--- src/rtl/iec_fmt_pkg.sv ---
`timescale 1ns/1ps
// Package: shared types and bit positions for the subframe formatter.
// Assumes a 32-bit subframe word with a 24-bit linear sample field.
package iec_fmt_pkg;
    typedef enum logic {
        FMT_LINEAR   = 1'b0,
        FMT_PASSTHRU = 1'b1
    } fmt_mode_e;

    localparam int unsigned WORD_W   = 32;
    localparam int unsigned SAMPLE_W = 24;
    localparam int unsigned NIB_W    = 4;
endpackage

--- src/rtl/iec_fmt_seq.sv ---
`timescale 1ns/1ps
// Module: frame/channel position sequencer.
// Counts accepted words. The channel index runs from 0 to chans-1. Each
// time it wraps, the frame index advances, and the frame index wraps at
// BLOCK_LEN. Assumes chans lies in 1..MAX_CH. clear takes priority over step.
module iec_fmt_seq #(
    parameter int unsigned MAX_CH    = 8,
    parameter int unsigned BLOCK_LEN = 192,
    localparam int unsigned CH_W     = $clog2(MAX_CH + 1),
    localparam int unsigned FR_W     = $clog2(BLOCK_LEN)
) (
    input  logic            clk,
    input  logic            rst_n,
    input  logic            clear,
    input  logic            step,
    input  logic [CH_W-1:0] chans,
    output logic [CH_W-1:0] chan_idx,
    output logic [FR_W-1:0] frame_idx
);
    logic last_ch;
    logic last_fr;

    // Detects the last channel of a frame and the last frame of a block.
    always_comb begin
        last_ch = (chan_idx >= (chans - CH_W'(1)));
        last_fr = (frame_idx == FR_W'(BLOCK_LEN - 1));
    end

    // Advances the position on each accepted word; rewinds on reset or clear.
    always_ff @(posedge clk) begin
        if (!rst_n || clear) begin
            chan_idx  <= '0;
            frame_idx <= '0;
        end else if (step) begin
            if (last_ch) begin
                chan_idx  <= '0;
                frame_idx <= last_fr ? '0 : frame_idx + FR_W'(1);
            end else begin
                chan_idx <= chan_idx + CH_W'(1);
            end
        end
    end

    a_r6_frame_in_range: assert property (@(posedge clk) disable iff (!rst_n)
        frame_idx < FR_W'(BLOCK_LEN));

    a_r6_block_wrap: assert property (@(posedge clk) disable iff (!rst_n)
        (step && !clear && last_ch && last_fr) |=> (frame_idx == '0 && chan_idx == '0));

    a_r8_clear_rewinds: assert property (@(posedge clk) disable iff (!rst_n)
        clear |=> (frame_idx == '0 && chan_idx == '0));
endmodule

--- src/rtl/iec_fmt_cstat.sv ---
`timescale 1ns/1ps
// Module: channel-status bit selector.
// Builds one status word per channel, in which the 4-bit channel-number field
// holds index+1, and picks the bit addressed by the frame index. Frame indices
// at or beyond STATUS_BITS select zero. Purely combinational.
module iec_fmt_cstat #(
    parameter int unsigned MAX_CH      = 8,
    parameter int unsigned BLOCK_LEN   = 192,
    parameter int unsigned STATUS_BITS = 32,
    parameter int unsigned CHNUM_LSB   = 20,
    localparam int unsigned CH_W       = $clog2(MAX_CH + 1),
    localparam int unsigned FR_W       = $clog2(BLOCK_LEN),
    localparam int unsigned SEL_W      = (MAX_CH > 1) ? $clog2(MAX_CH) : 1,
    localparam int unsigned STB_W      = $clog2(STATUS_BITS)
) (
    input  logic [STATUS_BITS-1:0] status_word,
    input  logic [CH_W-1:0]        chan_idx,
    input  logic [FR_W-1:0]        frame_idx,
    output logic                   cs_bit
);
    import iec_fmt_pkg::*;

    logic [STATUS_BITS-1:0] ch_word [MAX_CH];
    logic [STATUS_BITS-1:0] sel_word;

    // One status word per channel, with the channel number inserted.
    for (genvar g = 0; g < MAX_CH; g++) begin : g_ch
        assign ch_word[g] = {status_word[STATUS_BITS-1:CHNUM_LSB+NIB_W],
                             NIB_W'(g + 1),
                             status_word[CHNUM_LSB-1:0]};
    end

    // Selects this channel's word, then the bit for this frame.
    always_comb begin
        sel_word = (chan_idx < CH_W'(MAX_CH)) ? ch_word[chan_idx[SEL_W-1:0]] : '0;
        cs_bit   = (frame_idx < FR_W'(STATUS_BITS)) ? sel_word[frame_idx[STB_W-1:0]] : 1'b0;
    end
endmodule

--- src/rtl/iec_fmt_pack.sv ---
`timescale 1ns/1ps
// Module: subframe word packer.
// In linear mode it places the sample, the status bit, even parity and the
// block-start flag. In passthrough mode it repacks a ready-made subframe.
// Purely combinational.
module iec_fmt_pack (
    input  iec_fmt_pkg::fmt_mode_e mode,
    input  logic [31:0]            in_word,
    input  logic                   cs_bit,
    input  logic                   blk_start,
    output logic [31:0]            out_word
);
    import iec_fmt_pkg::*;

    logic [26:0] body;
    logic        par;
    logic [31:0] lin_word;
    logic [31:0] pass_word;

    // Forms both candidate words and chooses the one the mode selects.
    always_comb begin
        body      = {cs_bit, 2'b00, in_word[SAMPLE_W-1:0]};
        par       = ^body;
        lin_word  = {3'b000, blk_start, par, body};
        pass_word = {3'b000, in_word[3], in_word[31:4]};
        out_word  = (mode == FMT_PASSTHRU) ? pass_word : lin_word;
    end
endmodule

--- src/rtl/iec_subframe_fmt.sv ---
`timescale 1ns/1ps
// Module: IEC958 subframe formatter (top).
// Holds the configuration latched on cfg_load and the frame/channel position,
// and registers each formatted word in one output stage with a valid/ready
// handshake. Input is refused while a load or restart strobe is high.
module iec_subframe_fmt #(
    parameter int unsigned MAX_CH      = 8,
    parameter int unsigned BLOCK_LEN   = 192,
    parameter int unsigned STATUS_BITS = 32,
    parameter int unsigned CHNUM_LSB   = 20,
    localparam int unsigned CH_W       = $clog2(MAX_CH + 1),
    localparam int unsigned FR_W       = $clog2(BLOCK_LEN)
) (
    input  logic                   clk,
    input  logic                   rst_n,
    input  logic                   cfg_load,
    input  logic                   cfg_mode,
    input  logic [CH_W-1:0]        cfg_chans,
    input  logic [STATUS_BITS-1:0] cfg_status,
    input  logic                   restart,
    input  logic                   in_valid,
    output logic                   in_ready,
    input  logic [31:0]            in_data,
    output logic                   out_valid,
    input  logic                   out_ready,
    output logic [31:0]            out_data
);
    import iec_fmt_pkg::*;

    fmt_mode_e              mode_q;
    fmt_mode_e              out_mode;
    logic [CH_W-1:0]        chans_q;
    logic [STATUS_BITS-1:0] status_q;
    logic [CH_W-1:0]        chan_idx;
    logic [FR_W-1:0]        frame_idx;
    logic                   accept;
    logic                   cs_bit;
    logic                   blk_start;
    logic [31:0]            packed_word;

    // Handshake: take a word when the output stage is free and no strobe is high.
    always_comb begin
        in_ready  = (!out_valid || out_ready) && !restart && !cfg_load;
        accept    = in_valid && in_ready;
        blk_start = (chan_idx == '0) && (frame_idx == '0);
    end

    // Configuration registers, loaded by the strobe.
    always_ff @(posedge clk) begin
        if (!rst_n) begin
            mode_q   <= FMT_LINEAR;
            chans_q  <= CH_W'(2);
            status_q <= '0;
        end else if (cfg_load) begin
            mode_q   <= fmt_mode_e'(cfg_mode);
            chans_q  <= cfg_chans;
            status_q <= cfg_status;
        end
    end

    iec_fmt_seq #(.MAX_CH(MAX_CH), .BLOCK_LEN(BLOCK_LEN)) u_seq (
        .clk       (clk),
        .rst_n     (rst_n),
        .clear     (restart || cfg_load),
        .step      (accept),
        .chans     (chans_q),
        .chan_idx  (chan_idx),
        .frame_idx (frame_idx)
    );

    iec_fmt_cstat #(.MAX_CH(MAX_CH), .BLOCK_LEN(BLOCK_LEN),
                    .STATUS_BITS(STATUS_BITS), .CHNUM_LSB(CHNUM_LSB)) u_cstat (
        .status_word (status_q),
        .chan_idx    (chan_idx),
        .frame_idx   (frame_idx),
        .cs_bit      (cs_bit)
    );

    iec_fmt_pack u_pack (
        .mode      (mode_q),
        .in_word   (in_data),
        .cs_bit    (cs_bit),
        .blk_start (blk_start),
        .out_word  (packed_word)
    );

    // Output stage: captures an accepted word and drops it once it is taken.
    always_ff @(posedge clk) begin
        if (!rst_n) begin
            out_valid <= 1'b0;
            out_data  <= '0;
            out_mode  <= FMT_LINEAR;
        end else if (accept) begin
            out_valid <= 1'b1;
            out_data  <= packed_word;
            out_mode  <= mode_q;
        end else if (out_ready) begin
            out_valid <= 1'b0;
        end
    end

    a_r9_hold_when_stalled: assert property (@(posedge clk) disable iff (!rst_n)
        (out_valid && !out_ready) |=> (out_valid && $stable(out_data)));

    a_r4_even_parity: assert property (@(posedge clk) disable iff (!rst_n)
        (out_valid && out_mode == FMT_LINEAR) |-> (^out_data[27:0] == 1'b0));

    a_r1_top_bits_zero: assert property (@(posedge clk) disable iff (!rst_n)
        out_valid |-> (out_data[31:29] == 3'b000));

    a_r8_no_take_on_strobe: assert property (@(posedge clk) disable iff (!rst_n)
        (restart || cfg_load) |-> !in_ready);

    a_r10_valid_from_input: assert property (@(posedge clk) disable iff (!rst_n)
        $rose(out_valid) |-> $past(in_valid));
endmodule

--- config.mk ---
export PLATFORM = sky130hd
export DESIGN_NAME = iec_subframe_fmt
export DESIGN_NICKNAME = d
export VERILOG_FILES = /design/src/rtl/iec_fmt_pkg.sv /design/src/rtl/iec_fmt_seq.sv /design/src/rtl/iec_fmt_cstat.sv /design/src/rtl/iec_fmt_pack.sv /design/src/rtl/iec_subframe_fmt.sv
export SDC_FILE = /design/constraint.sdc
export NUM_CORES = 1
export LEC_CHECK = 0
export ABC_AREA = 1
export ABC_CLOCK_PERIOD_IN_PS = 2120
export CAP_MARGIN = 30
export CORE_ASPECT_RATIO = 1.2
export CORE_MARGIN = 5
export CORE_UTILIZATION = 47
export DETAILED_ROUTE_END_ITERATION = 6
export GPL_ROUTABILITY_DRIVEN = 0
export HOLD_SLACK_MARGIN = 0.15
export PLACE_DENSITY = 0.87
export REMOVE_ABC_BUFFERS = 1
export SLEW_MARGIN = 10
export SYNTH_ARGS = -nofsm -noshare
export SYNTH_HDL_FRONTEND = slang
export SYNTH_HIERARCHICAL = 1
export SYNTH_SLANG_ARGS = --single-unit
--- constraint.sdc ---
create_clock -name clk -period 2.12 [get_ports clk]
set_input_delay 0.424 -clock clk [delete_from_list [all_inputs] [get_ports clk]]
set_output_delay 0.424 -clock clk [all_outputs]
set_load 0.02 [all_outputs]
==> results.tsv, run 1 <==
stage	metric	value	unit
clock_network	clk_latency	0.33	ns
setup_path	critPathMaxFanout	12	
sta	fin_ws	-0.112	ns
sta	relSlewSlack	0.662	
placed_design	dpl_worst_slack	-0.258	ns
setup_path	timing.rr.end	out_data[27]$_SDFFE_PN0P_	
layout	instances_no_fill	1097	
setup_path	crit_top_cell	nand2_1	
min_path	min_to	status_q[11]$_SDFFE_PN0P_	
power	vdd_ir_drop_max	0.000442	V
detailed_routing	via_per_inst	4.86	
floorplanning	num_rows	41	
detailed_routing	antenna_left	0	
layout	area_growth	31.3	%
clock_network	clk_pin_slew	0.06	ns
layout	fin_nets	1047	
detailed_routing	wl_per_cell	12.1	um
floorplanning	chipHeight	123	um
sta	worst_pin_slew	0.506	ns
setup_path	reg2reg_slack	-0.11	ns
global_route	overflow	0	
placed_design	io_buffers	104	
global_route	grt_pass1_wl	22000	um
status	status	finished with violations	
setup_path	worst-path-buf-inv	4	
setup_path	cp-start-kind	register	
layout	drive_gt1_frac	0.0806	
floorplanning	core-area	10500	um2
setup_path	critPathMaxStageDelay	0.40	ns
sta	fmax	448	MHz
power	power_density	630	nW/um2
sta	setup_tns	-0.112	ns
yosys	yosysWarnings	6	
setup_path	crit_required	2.35	ns
sta	final-setup-viol-count	1	
clock_network	cts_tree	yes	
power	p_int	3.06	mW
sta	slew_violations	0	
setup_path	worst_setup_path_end_kind	register	
status	violations	negative setup slack	
sta	period_share	1.05	
detailed_routing	vias	5332	
min_path	holdCritPathClass	reg2reg	
power	power_frac_comb	0.195	
global_route	grt_usage	0.206	
global_route	grt_pass1_vias	5071	
layout	diodes	0	
setup_path	cp_cell_sequence	buf_8, nand2_1, nand2_1, nand2_1, nand3_1, nand3_1, nand3_1, nand2_1, nor2_2, inv_1, nand2_1, nand2_2, inv_1, nand2_2, nand2_2, nand2_1, nand2_1, nand2_1, nand3_2, nand2_1, inv_1, nand4_1, nand2_1, nor2_1	
power	clkPwrFrac	0.425	
placed_design	dp_cells	1079	
sta	min_period	2.23	ns
detailed_routing	first_iter_violations	391	
sta	hold_viol_final	0	
setup_path	critPathTopFamily	simple AND/OR/NAND/NOR gates	
sta	whs	0.499	ns
layout	n_fill_cell	913	
sta	rsz0062_at_grt	true	
floorplanning	initial_utilization	0.480	
setup_path	r2r_cells	24	
flow_run	maxCapViolCount	0	
floorplanning	die-area	12900	um2
min_path	hold-path-cell-count	2	
setup_path	worst_ep_arrival_time	2.47	ns
global_route	antenna_found_initial	1	
power	p_sw_frac	0.266	
floorplanning	dieWidth	105	um
setup_path	reg2reg_from	u_seq/frame_idx[0]$_SDFFE_PP0P_	
clock_network	cts_buffer_depth	2	
detailed_routing	wl	13300	um
floorplanning	io_pins	109	
clock_network	cts_root_buf	clkbuf_16	
power	power_leakage	3.33	nW
clock_network	h-tree-depth	3	
clock_network	numCtsBuffers	9	
sta	clock_skew	0.00511	ns
min_path	worstHoldStart	status_q[11]$_SDFFE_PN0P_	
setup_path	crit_type	reg2reg	
detailed_routing	drt-pass1-iter-count	5	
clock_network	cts.sinks	78	
yosys	netlist_area	5040	um2
global_route	grt_start_max_net_pins	49	
yosys	syn_area_per_cell	5.89	um2
yosys	postSynthCellCount	856	
power	switchingPower	1.11	mW
setup_path	crit_path_top_delay_cell	dfxtp_4	
placed_design	dp_hpwl	9580	um
power	pwr-share-seq	0.380	
clock_network	cts_hold_buf	0	
detailed_routing	drc_errors	0	
worst reg2reg max path: cells and delay by family, from the launching register on:
family	cells	cell delay, ns
DFF	1	0.40
buffers and inverters	4	0.33
and+or+nand+nor	20	1.41
layout by cell type (no fill, tap or decap), drive strengths merged, types with 2 or more instances in the layout:
cell type / instances
clkdlybuf4s50: 102
inv: 172
a21oi: 8
buf: 32
a21boi: 2
xnor2: 5
o21ai: 62
dfxtp: 78
clkbuf: 12
nor2: 130
nand4: 36
xor2: 2
or2: 2
ha: 9
nand3: 40
nand2: 259
conb: 3
bufinv: 3
nor3: 4
flip-flops by register name (all words and copies together) (netlist names):
signal	cells
chans_q	4
mode_q	1
out_valid	1
status_q	28
u_seq/frame_idx	8
u_seq/chan_idx	4
out_data	32
through the flow:
step,util,power [mW],cell area [um2]
3_3_place_gp,0.592,2.39,6220
4_1_cts,0.629,4.19,6620
3_5_place_dp,0.592,2.41,6220
6_report,0.630,4.17,6620
2_1_floorplan,-,2.05,4810
5_1_grt,0.630,4.38,6620
area by class of cell:
type	instances	area, um2	share of cell area
Clock inverter	5	106	0.0161
Timing Repair Buffer	135	1280	0.194
Multi-Input combinational cell	567	2620	0.395
Tap cell	129	161	0.0244
Inverter	172	653	0.0986
Sequential cell	78	1570	0.237
Clock buffer	11	233	0.0351
how the worst max path moves through the flow:
stage	startpoint	end	slack, ns	cells after the start
final	u_seq/frame_idx[0]$_SDFFE_PP0P_	out_data[27]$_SDFFE_PN0P_	-0.11	24
after detailed placement	cfg_load	in_ready	-0.26	5
after global placement	cfg_load	in_ready	-0.26	5
after global routing	u_seq/chan_idx[0]$_SDFFE_PP0P_	out_data[27]$_SDFFE_PN0P_	-0.35	21
after CTS	u_seq/chan_idx[0]$_SDFFE_PP0P_	out_data[27]$_SDFFE_PN0P_	-0.08	21
after floorplan	out_ready	u_seq/frame_idx[4]$_SDFFE_PP0P_	-0.25	9
power by group through the flow:
stage	sequential (mW)	clock (mW)	combinational (mW)
final	1.58	1.77	0.813
after global routing	1.59	1.87	0.915
after CTS	1.58	1.80	0.807
after detailed placement	1.62	0	0.790
after global placement	1.61	0	0.774
after floorplan	1.66	0	0.386
routing by layer:
metal	track usage	up-vias	wire (um)
met5	0	-	18
met4	0.0810	2	339
met3	0.0433	35	706
met2	0.371	147	6680
met1	0.239	2354	5570
li1	-	2794	-
timing repair:
action,4_1_cts,5_1_grt
gates resized for setup,13,7
setup endpoints to repair,2,3
pin swaps,3,1
setup buffers,2,0
No activity file was read; power rests on OpenSTA's default activity.
==> run 2: changes to the inputs <==
Settings changed: SKIP_CTS_REPAIR_TIMING set to 1.
==> run 2 against run 1 <==
  * The flow still finishes with violations (negative setup slack)
  * Critical path depth down 1
  * Setup slack lost 0.014 ns
  * Critical endpoint unchanged
  * Flip-flop and latch count stayed put
==> results.tsv, run 2 (synthesis gave the netlist of run 1 again) <==
stage	metric	value	unit	change
sta	slew_violations	0		unchanged
status	status	finished with violations		
setup_path	critPathTopFamily	simple AND/OR/NAND/NOR gates		
detailed_routing	via_per_inst	4.85		-0.17%
floorplanning	initial_utilization	0.480		unchanged
clock_network	clk_pin_slew	0.06	ns	about the same
power	power	4.17	mW	about the same
placed_design	dp_cells	1079		unchanged
sta	hold_viol_final	0		unchanged
setup_path	critPathMaxStageDelay	0.43	ns	+0.03 ns
min_path	min_to	status_q[11]$_SDFFE_PN0P_		
sta	worst_pin_slew	0.504	ns	-0.00179 ns
power	power_leakage	3.35	nW	+0.55%
setup_path	timing.rr.end	out_data[27]$_SDFFE_PN0P_		
sta	fmax	445	MHz	-0.64%
power	p_int	3.06	mW	about the same
clock_network	h-tree-depth	3		unchanged
clock_network	cts.sinks	78		unchanged
power	switchingPower	1.11	mW	-0.23%
clock_network	numCtsBuffers	9		unchanged
setup_path	worst_setup_path_end_kind	register		
setup_path	r2r_cells	23		-4.2%
power	vdd_ir_drop_max	0.000442	V	+0.15%
sta	fin_ws	-0.127	ns	-0.0145 ns
detailed_routing	wl	13300	um	+0.14%
global_route	grt_start_max_net_pins	49		unchanged
clock_network	cts_root_buf	clkbuf_16		
global_route	grt_usage	0.206		-0.000554
min_path	hold-path-cell-count	2		unchanged
floorplanning	die-area	12900	um2	unchanged
layout	largest_register	out_data		
setup_path	critPathMaxFanout	7		-5
power	clkPwrFrac	0.426		about the same
floorplanning	chipHeight	123	um	unchanged
detailed_routing	antenna_left	0		unchanged
detailed_routing	wl_per_cell	12.1	um	+0.14%
setup_path	crit_type	reg2reg		
sta	clock_skew	0.00428	ns	-0.000822 ns
power	pwr-share-seq	0.380		about the same
setup_path	reg2reg_slack	-0.13	ns	about the same
layout	area_growth	31.9	%	
min_path	holdCritPathClass	reg2reg		
setup_path	cp-start-kind	register		
status	violations	negative setup slack		
global_route	antenna_found_initial	1		unchanged
placed_design	dpl_cell_area	6220	um2	unchanged
setup_path	reg2reg_from	u_seq/frame_idx[0]$_SDFFE_PP0P_		
layout	instances_no_fill	1097		unchanged
layout	mostFrequentLayoutCells	nand2_1 (251), inv_1 (165), nor2_1 (124)		
clock_network	clk_latency	0.33	ns	about the same
min_path	worstHoldStart	status_q[11]$_SDFFE_PN0P_		
floorplanning	core-area	10500	um2	unchanged
floorplanning	io_pins	109		unchanged
detailed_routing	first_iter_violations	420		+7.4%
floorplanning	num_rows	41		unchanged
floorplanning	dieWidth	105	um	unchanged
power	p_sw_frac	0.266		-0.000440
clock_network	cts_buffer_depth	2		unchanged
setup_path	crit_required	2.35	ns	about the same
detailed_routing	drc_errors	0		unchanged
clock_network	cts_tree	yes		
layout	drive_gt1_frac	0.0816		+0.00103
layout	layout_commonest_cell	nand2_1		
sta	final-setup-viol-count	1		unchanged
flow_run	maxCapViolCount	0		unchanged
detailed_routing	vias	5323		-0.17%
layout	fin_nets	1047		unchanged
sta	setup_tns	-0.127	ns	-0.0145 ns
layout	diodes	0		unchanged
placed_design	io_buffers	104		unchanged
power	power_frac_comb	0.194		about the same
global_route	grt_pass1_vias	5024		-0.93%
setup_path	crit_path_top_delay_cell	dfxtp_4		
global_route	overflow	0		unchanged
power	power_density	627	nW/um2	-0.54%
setup_path	cp_cell_sequence	buf_6, or2_1, nand3_1, nand3_1, nand3_1, nand3_1, nand2_1, nor2_2, inv_1, nand2_1, nand2_2, inv_2, nand2_2, nand2_2, nand2_1, nand2_1, nand2_1, nand3_2, nand2_1, inv_1, nand4_1, nand2_1, nor2_1		
layout	largest_reg_flops	32		unchanged
layout	largestRegisters	out_data: 32 flops, status_q: 28 flops, u_seq/frame_idx: 8 flops		
layout	finalInstanceArea	6650	um2	+0.47%
sta	relSlewSlack	0.663		+0.00120
placed_design	dp_hpwl	9580	um	unchanged
detailed_routing	drt-pass1-iter-count	5		unchanged
setup_path	crit_top_cell	nand2_1		
setup_path	worst-path-buf-inv	4		unchanged
sta	period_share	1.06		+0.00682
sta	min_period	2.25	ns	+0.0145 ns
global_route	grt_pass1_wl	21900	um	-0.28%
sta	rsz0062_at_grt	true		
setup_path	worst_ep_arrival_time	2.48	ns	about the same
## run 2: power by group through the flow
stage | sequential [mW] | clock, mW | combinational (mW)
2_1_floorplan | 1.66 | 0 | 0.386
3_3_place_gp | 1.61 | 0 | 0.774
3_5_place_dp | 1.62 | 0 | 0.790
4_1_cts | 1.58 | 1.80 | 0.801
5_1_grt | 1.59 | 1.87 | 0.915
6_report | 1.58 | 1.78 | 0.810
## run 2: metal layers
| layer | vias to the layer above | GRT usage | share of wire |
|---|---|---|---|
| li1 | 2790 | - | - |
| met1 | 2349 | 0.241 | 0.42 |
| met2 | 154 | 0.367 | 0.50 |
| met3 | 28 | 0.0433 | 0.055 |
| met4 | 2 | 0.0818 | 0.026 |
| met5 | - | 0 | 0.0014 |
## run 2: worst max-delay path by stage
stage,startpoint,endpoint,slack [ns],depth (start not counted)
global route,u_seq/frame_idx[0]$_SDFFE_PP0P_,out_data[27]$_SDFFE_PN0P_,-0.37,23
detailed placement,cfg_load,in_ready,-0.26,5
global placement,cfg_load,in_ready,-0.26,5
floorplan,out_ready,u_seq/frame_idx[4]$_SDFFE_PP0P_,-0.25,9
CTS,cfg_load,in_ready,-0.26,5
finish,u_seq/frame_idx[0]$_SDFFE_PP0P_,out_data[27]$_SDFFE_PN0P_,-0.13,23
## run 2: cell type report
type                            instances  area, um2
Fill cell                             904       3860
Multi-Input combinational cell        567       2620
Sequential cell                        78       1570
Timing Repair Buffer                  135       1310
Inverter                              172        656
Clock buffer                           11        233
Tap cell                              129        161
Clock inverter                          5        106
## run 2: worst min-delay path: stages (launching register included)
cell	delay, ns
dfxtp_1	0.32
o21ai_0	0.07
nor2_1	0.07
## run 2: metrics by stage
stage / utilization / hold WS [ns] / setup slack [ns]
2_1_floorplan: - / 0.452 / -0.251
3_3_place_gp: 0.592 / 0.473 / -0.256
3_5_place_dp: 0.592 / 0.484 / -0.258
4_1_cts: 0.624 / 0.501 / -0.258
5_1_grt: 0.633 / 0.536 / -0.366
6_report: 0.633 / 0.499 / -0.127
